**config.mk**
```make
export PLATFORM = sky130hd
export DESIGN_NAME = vfd_cmd_rx
export DESIGN_NICKNAME = d
export VERILOG_FILES = /design/src/rtl/vfd_cmd_pkg.sv /design/src/rtl/vfd_cmd_sync.sv /design/src/rtl/vfd_cmd_shifter.sv /design/src/rtl/vfd_cmd_decoder.sv /design/src/rtl/vfd_cmd_latches.sv /design/src/rtl/vfd_cmd_rx.sv
export SDC_FILE = /design/constraint.sdc
export NUM_CORES = 1
export LEC_CHECK = 0
export CAP_MARGIN = 40
export CORE_UTILIZATION = 40
export DETAILED_ROUTE_END_ITERATION = 12
export GPL_ROUTABILITY_DRIVEN = 0
export MAX_ROUTING_LAYER = met4
export SYNTH_ARGS = -nofsm -noshare
export SYNTH_HDL_FRONTEND = slang
export SYNTH_SLANG_ARGS = --single-unit
```
**constraint.sdc**
```tcl
create_clock -name clk -period 2.5 [get_ports clk]
set_input_delay 0.625 -clock clk [delete_from_list [all_inputs] [get_ports clk]]
set_output_delay 0.625 -clock clk [all_outputs]
set_load 0.01 [all_outputs]
```
**src/rtl/vfd_cmd_pkg.sv**
```systemverilog
package vfd_cmd_pkg;

  localparam int MODE_W = 3;
  localparam int GRIDS  = 3;

  typedef enum logic [MODE_W-1:0] {
    MODE_ALL  = 3'd0,
    MODE_G1   = 3'd1,
    MODE_G2   = 3'd2,
    MODE_G3   = 3'd3,
    MODE_DIM  = 3'd4,
    MODE_RSV5 = 3'd5,
    MODE_RSV6 = 3'd6,
    MODE_RSV7 = 3'd7
  } cmd_mode_e;

  // The three newest bits: tail[2] came first (M0), tail[0] came last (M2).
  function automatic cmd_mode_e tail_to_mode(input logic [MODE_W-1:0] tail);
    return cmd_mode_e'({tail[0], tail[1], tail[2]});
  endfunction

endpackage

```
**src/rtl/vfd_cmd_sync.sv**
```systemverilog
module vfd_cmd_sync #(
  parameter int WIDTH  = 3,
  parameter int STAGES = 2
) (
  input  logic             clk,
  input  logic             rst_n,
  input  logic [WIDTH-1:0] async_i,
  output logic [WIDTH-1:0] sync_o
);

  logic [STAGES-1:0] chain_q [WIDTH];

  for (genvar b = 0; b < WIDTH; b++) begin : g_bit
    if (STAGES == 1) begin : g_one
      always_ff @(posedge clk or negedge rst_n) begin
        if (!rst_n) chain_q[b] <= '0;
        else        chain_q[b] <= async_i[b];
      end
    end else begin : g_many
      always_ff @(posedge clk or negedge rst_n) begin
        if (!rst_n) chain_q[b] <= '0;
        else        chain_q[b] <= {chain_q[b][STAGES-2:0], async_i[b]};
      end
    end
    assign sync_o[b] = chain_q[b][STAGES-1];
  end

endmodule

```
**src/rtl/vfd_cmd_shifter.sv**
```systemverilog
module vfd_cmd_shifter #(
  parameter int FRAME_W = 59,
  parameter int CNT_W   = 6
) (
  input  logic               clk,
  input  logic               rst_n,
  input  logic               cs_s,
  input  logic               sclk_s,
  input  logic               sdin_s,
  output logic [FRAME_W-1:0] shreg_o,
  output logic [CNT_W-1:0]   nbits_o,
  output logic               load_o
);

  localparam logic [CNT_W-1:0] CNT_MAX = CNT_W'(FRAME_W + 1);

  logic               cs_q, sclk_q;
  logic [FRAME_W-1:0] sr_q, sr_d;
  logic [CNT_W-1:0]   cnt_q, cnt_d;
  logic               cs_rise, cs_fall, shift_en;

  always_comb begin
    cs_rise  = cs_s & ~cs_q;
    cs_fall  = ~cs_s & cs_q;
    shift_en = cs_s & sclk_s & ~sclk_q;

    sr_d = sr_q;
    if (shift_en) sr_d = {sr_q[FRAME_W-2:0], sdin_s};

    cnt_d = cnt_q;
    if (cs_rise)                              cnt_d = shift_en ? CNT_W'(1) : '0;
    else if (shift_en && (cnt_q != CNT_MAX))  cnt_d = cnt_q + CNT_W'(1);
  end

  always_ff @(posedge clk or negedge rst_n) begin
    if (!rst_n) begin
      cs_q   <= 1'b0;
      sclk_q <= 1'b0;
      sr_q   <= '0;
      cnt_q  <= '0;
    end else begin
      cs_q   <= cs_s;
      sclk_q <= sclk_s;
      sr_q   <= sr_d;
      cnt_q  <= cnt_d;
    end
  end

  assign shreg_o = sr_q;
  assign nbits_o = cnt_q;
  assign load_o  = cs_fall;

endmodule

```
**src/rtl/vfd_cmd_decoder.sv**
```systemverilog
module vfd_cmd_decoder
  import vfd_cmd_pkg::*;
#(
  parameter int SEG_W = 56,
  parameter int DIM_W = 10,
  parameter int CNT_W = 6
) (
  input  logic [SEG_W+MODE_W-1:0] shreg_i,
  input  logic [CNT_W-1:0]        nbits_i,
  input  logic                    load_i,
  output logic [MODE_W-1:0]       mode_o,
  output logic [GRIDS-1:0]        seg_we_o,
  output logic                    dim_we_o,
  output logic [SEG_W-1:0]        seg_data_o,
  output logic [DIM_W-1:0]        dim_data_o
);

  localparam int FRAME_W = SEG_W + MODE_W;
  localparam logic [CNT_W-1:0] SEG_LEN = CNT_W'(SEG_W + MODE_W);
  localparam logic [CNT_W-1:0] DIM_LEN = CNT_W'(DIM_W + MODE_W);

  cmd_mode_e mode;
  logic      seg_len_ok, dim_len_ok;

  for (genvar k = 0; k < SEG_W; k++) begin : g_seg_map
    assign seg_data_o[k] = shreg_i[FRAME_W-1-k];
  end

  assign dim_data_o = shreg_i[DIM_W+MODE_W-1:MODE_W];

  always_comb begin
    mode       = tail_to_mode(shreg_i[MODE_W-1:0]);
    seg_len_ok = (nbits_i == SEG_LEN);
    dim_len_ok = (nbits_i == DIM_LEN);
    seg_we_o   = '0;
    dim_we_o   = 1'b0;
    if (load_i) begin
      unique case (mode)
        MODE_ALL: if (seg_len_ok) seg_we_o = '1;
        MODE_G1:  if (seg_len_ok) seg_we_o = 3'b001;
        MODE_G2:  if (seg_len_ok) seg_we_o = 3'b010;
        MODE_G3:  if (seg_len_ok) seg_we_o = 3'b100;
        MODE_DIM: if (dim_len_ok) dim_we_o = 1'b1;
        default:  ;
      endcase
    end
  end

  assign mode_o = mode;

endmodule

```
**src/rtl/vfd_cmd_latches.sv**
```systemverilog
module vfd_cmd_latches
  import vfd_cmd_pkg::*;
#(
  parameter int SEG_W = 56,
  parameter int DIM_W = 10
) (
  input  logic                         clk,
  input  logic                         rst_n,
  input  logic [GRIDS-1:0]             seg_we_i,
  input  logic                         dim_we_i,
  input  logic [SEG_W-1:0]             seg_data_i,
  input  logic [DIM_W-1:0]             dim_data_i,
  output logic [GRIDS-1:0][SEG_W-1:0]  seg_o,
  output logic [DIM_W-1:0]             dim_o
);

  logic [DIM_W-1:0] dim_q, dim_d;

  for (genvar g = 0; g < GRIDS; g++) begin : g_grid
    logic [SEG_W-1:0] word_q, word_d;

    always_comb begin
      word_d = word_q;
      if (seg_we_i[g]) word_d = seg_data_i;
    end

    always_ff @(posedge clk or negedge rst_n) begin
      if (!rst_n) word_q <= '0;
      else        word_q <= word_d;
    end

    assign seg_o[g] = word_q;
  end

  always_comb begin
    dim_d = dim_q;
    if (dim_we_i) dim_d = dim_data_i;
  end

  always_ff @(posedge clk or negedge rst_n) begin
    if (!rst_n) dim_q <= '0;
    else        dim_q <= dim_d;
  end

  assign dim_o = dim_q;

endmodule

```
**src/rtl/vfd_cmd_rx.sv**
```systemverilog
module vfd_cmd_rx
  import vfd_cmd_pkg::*;
#(
  parameter int SEG_W       = 56,
  parameter int DIM_W       = 10,
  parameter int SYNC_STAGES = 2
) (
  input  logic             clk,
  input  logic             rst_n,
  input  logic             cs_i,
  input  logic             sclk_i,
  input  logic             sdin_i,
  output logic [SEG_W-1:0] seg_g1_o,
  output logic [SEG_W-1:0] seg_g2_o,
  output logic [SEG_W-1:0] seg_g3_o,
  output logic [DIM_W-1:0] dim_o
);

  localparam int FRAME_W = SEG_W + MODE_W;
  localparam int CNT_W   = $clog2(FRAME_W + 2);

  logic [2:0]                  line_s;
  logic [FRAME_W-1:0]          shreg;
  logic [CNT_W-1:0]            bit_cnt;
  logic                        load_pulse;
  logic [MODE_W-1:0]           frame_mode;
  logic [GRIDS-1:0]            seg_we;
  logic                        dim_we;
  logic [SEG_W-1:0]            seg_data;
  logic [DIM_W-1:0]            dim_data;
  logic [GRIDS-1:0][SEG_W-1:0] seg_words;

  vfd_cmd_sync #(
    .WIDTH  (3),
    .STAGES (SYNC_STAGES)
  ) u_sync (
    .clk     (clk),
    .rst_n   (rst_n),
    .async_i ({cs_i, sclk_i, sdin_i}),
    .sync_o  (line_s)
  );

  vfd_cmd_shifter #(
    .FRAME_W (FRAME_W),
    .CNT_W   (CNT_W)
  ) u_shift (
    .clk     (clk),
    .rst_n   (rst_n),
    .cs_s    (line_s[2]),
    .sclk_s  (line_s[1]),
    .sdin_s  (line_s[0]),
    .shreg_o (shreg),
    .nbits_o (bit_cnt),
    .load_o  (load_pulse)
  );

  vfd_cmd_decoder #(
    .SEG_W (SEG_W),
    .DIM_W (DIM_W),
    .CNT_W (CNT_W)
  ) u_dec (
    .shreg_i    (shreg),
    .nbits_i    (bit_cnt),
    .load_i     (load_pulse),
    .mode_o     (frame_mode),
    .seg_we_o   (seg_we),
    .dim_we_o   (dim_we),
    .seg_data_o (seg_data),
    .dim_data_o (dim_data)
  );

  vfd_cmd_latches #(
    .SEG_W (SEG_W),
    .DIM_W (DIM_W)
  ) u_lat (
    .clk        (clk),
    .rst_n      (rst_n),
    .seg_we_i   (seg_we),
    .dim_we_i   (dim_we),
    .seg_data_i (seg_data),
    .dim_data_i (dim_data),
    .seg_o      (seg_words),
    .dim_o      (dim_o)
  );

  assign seg_g1_o = seg_words[0];
  assign seg_g2_o = seg_words[1];
  assign seg_g3_o = seg_words[2];

endmodule

```
==> impl_metrics.toml <==
[critical_path]
crit_slowest_cell = "dfrtp_1"
crit_cells = 7
worstPathRequired_ps = 2890
cp-start-kind = "flip-flop"
crit_path_max_incr_delay_ps = 430
endpoint_kind = "flip-flop"
crit_buf_inv = 2
arrival_ps = 2570
r2r_cells = 7
reg2reg_setup_slack_ps = 330
worstPathCellList = "ha_1, nor4bb_1, nand4_1, buf_4, nor2_4, buf_12, mux2_2"
path_max_fanout = 31
path_delay_family = "simple AND/OR/NAND/NOR gates"
worst-setup-path-type = "reg2reg"
r2r_end = "u_lat.g_grid[0].word_q[2]$_DFFE_PN0P_"
r2r_start = "u_shift.nbits_o[0]$_DFFE_PN0P_"

[detailed_routing]
num_vias = 5319
drcViolationCount = 0
postRouteAntennaNets = 0
drt_pass1_iterations = 4
drtIter0Drc = 213
drt_wl_total_mm = 20.4
routedWlPerCell_um = 18.8
viasPerCell = 4.89

[clock_network]
insertion_delay_ps = 510
htreeDepth = 1
cts_buffers = 27
clock_path_buffers = 3
cts_tree = "yes"
post-cts-setup-buffers = 0
cts_root_buf = "clkbuf_16"
clock-sinks = 251
clkSlewWorstSetupHoldPaths_ps = 60

[pwr]
peakVddDrop_uv = 424
power_leakage_uw = 0.00620
p_clk_frac = 0.469
power.density_nw_per_um2 = 663
power.switching_uw = 1760
p_sw_frac = 0.208
seq_power_share = 0.503
combPwrFrac = 0.028
p_int_uw = 6690

[synth]
synth-seq-cells = 251
synth_fp_nets = 561
synth_top_area_cell = "dfrtp_1"
synth.area.top_cells = "dfrtp_1 (65%), mux2_2 (23%), mux2_4 (6.3%)"
synthFlopType = "dfrtp_1"
synth_cells = 553
yosysWarnings = 0
synth_common_cells = "dfrtp_1 (251), mux2_2 (198), mux2_4 (40)"
syn-cell-area_um2 = 9590
syn_area_per_cell_um2 = 17.3
async_reset_ff_frac = 1.00
synth_edf_count = 0
yosysUniqueCellTypes = 26
synth_top_area_frac = 0.655
yosysMostFrequentCell = "dfrtp_1"
ys_seq_area_frac = 0.655

[job]
maxCapViolations = 0

[placed_design]
place_area_um2 = 11800
hpwl_mm = 13.4
io_buffers = 182

[floorplan]
start_util = 0.409
ios = 183
core-area_um2 = 23500
dieHeight_um = 157
rows = 56
die_w_um = 157
dieArea_um2 = 24600

[sta]
finalCritPeriodShare = 0.870
slew_violations = 0
tightestPinTransition_ps = 467
rsz0062_at_grt = "no"
tns_ps = 0
setup_violations = 0
fmax_mhz = 460
finalHoldViolCount = 0
slew_headroom = 0.688
finClkSkew_ps = 6.53
min_period_ps = 2170

[cells_and_area]
drive_gt1_frac = 0.387
stdcell_area_um2 = 12700
fin_nets = 763
fin_util = 0.543
diodes = 0
area_growth_pct = 32.9

[global_route]
grt-ovfl-total = 0
grt_first_pass_wirelength_mm = 33.6
antenna_found_initial = 0
grt_use_total = 0.179
grt_pass1_vias = 5882
grt_max_degree = 79

[min_path]
hold_class = "reg2reg"
min_to = "u_sync.sync_o[1]$_DFF_PN0_"
whs_path_depth = 0
min_from = "u_sync.chain_q[2]$_DFF_PN0_"

[status]
status = "completed"
[worst register-to-register path, delay by kind of cell (launching register included)]
kind                       cells  cell delay (ps)
adders and majority gates      1              240
buffers and inverters          2              420
DFF                            1              430
and+or+nand+nor                3              570
muxes                          1              390
[registers in the layout, summed over array words and instances, names as in the netlist]
| register | count |
|---|---|
| u_sync.sync_o | 3 |
| u_shift.cs_q | 1 |
| u_shift.shreg_o | 59 |
| u_sync.chain_q | 3 |
| u_lat.g_grid.word_q | 168 |
| u_shift.nbits_o | 6 |
| u_shift.sclk_q | 1 |
| u_lat.dim_o | 10 |
[cells in the final DEF, fill, tap and decap left out, drive strengths merged, types with 2 or more instances in the layout]
cell type / count
nand3: 3
buf: 16
xnor2: 3
clkbuf: 36
inv: 3
a211oi: 2
dfrtp: 251
mux2: 238
ha: 3
nand4: 2
clkinv: 3
nor2b: 3
nor2: 8
clkdlybuf4s50: 181
bufinv: 3
nor4bb: 2
[power groups by stage]
stage	Clock (uW)	Combinational [uW]	Sequential [uW]
finish	3970	233	4250
global route	4260	268	4270
CTS	4080	243	4250
detailed placement	0	239	4330
global placement	0	230	4320
floorplan	0	121	4270
[layer usage]
metal / global-route usage / routed length, um / vias to the layer above
met4: 0.0415 / 296 / 0
met1: 0.237 / 9160 / 2813
li1: - / - / 2364
met3: 0.0302 / 960 / 21
met5: - / 0 / -
met2: 0.289 / 10000 / 121
[cells by family after synthesis]
| kind of cell | after synthesis | share of synthesized area |
|---|---|---|
| and+or+nand+nor | 22 | 0.0140 |
| xor gates and xnor gates | 3 | 0.00274 |
| DFF | 251 | 0.655 |
| AOI/OAI and AO/OA | 7 | 0.00535 |
| buffers and inverters | 28 | 0.0230 |
| adders and majority gates | 3 | 0.00391 |
| muxes | 239 | 0.296 |
[repair_timing]
action | 4_1_cts | 5_1_grt
endpoints found under the hold margin | 34 | 0
hold buffers | 1 | 0
resized for setup | 0 | 0
[cell type report]
| cell class | instances | area (um2) |
|---|---|---|
| fill | 1944 | 10700 |
| sequential | 251 | 6280 |
| multi-input combinational | 274 | 3100 |
| timing repair buffer | 198 | 2060 |
| clock buffer | 36 | 779 |
| tap | 319 | 399 |
| clock inverter | 6 | 105 |
| inverter | 3 | 11.3 |
[worst max path at each step]
stage / from / slack (ps) / to
floorplan: u_shift.nbits_o[0]$_DFFE_PN0P_ / 580 / u_lat.g_grid[0].word_q[15]$_DFFE_PN0P_
global placement: u_shift.nbits_o[0]$_DFFE_PN0P_ / 400 / u_lat.g_grid[1].word_q[18]$_DFFE_PN0P_
detailed placement: u_shift.nbits_o[0]$_DFFE_PN0P_ / 340 / u_lat.g_grid[1].word_q[13]$_DFFE_PN0P_
CTS: u_shift.nbits_o[0]$_DFFE_PN0P_ / 320 / u_lat.g_grid[0].word_q[2]$_DFFE_PN0P_
global route: u_shift.nbits_o[0]$_DFFE_PN0P_ / 120 / u_lat.g_grid[0].word_q[2]$_DFFE_PN0P_
finish: u_shift.nbits_o[0]$_DFFE_PN0P_ / 330 / u_lat.g_grid[0].word_q[2]$_DFFE_PN0P_
[per-stage QoR]
step	total power, uW	cells	setup slack [ps]	hold slack, ps
3_3_place_gp	4550	1044	396	340
6_report	8450	1087	326	348
4_1_cts	8570	1087	322	349
5_1_grt	8800	1087	116	363
3_5_place_dp	4560	1044	340	336
2_1_floorplan	4390	553	581	329
Note: power is estimated with default switching activity, not from simulation.
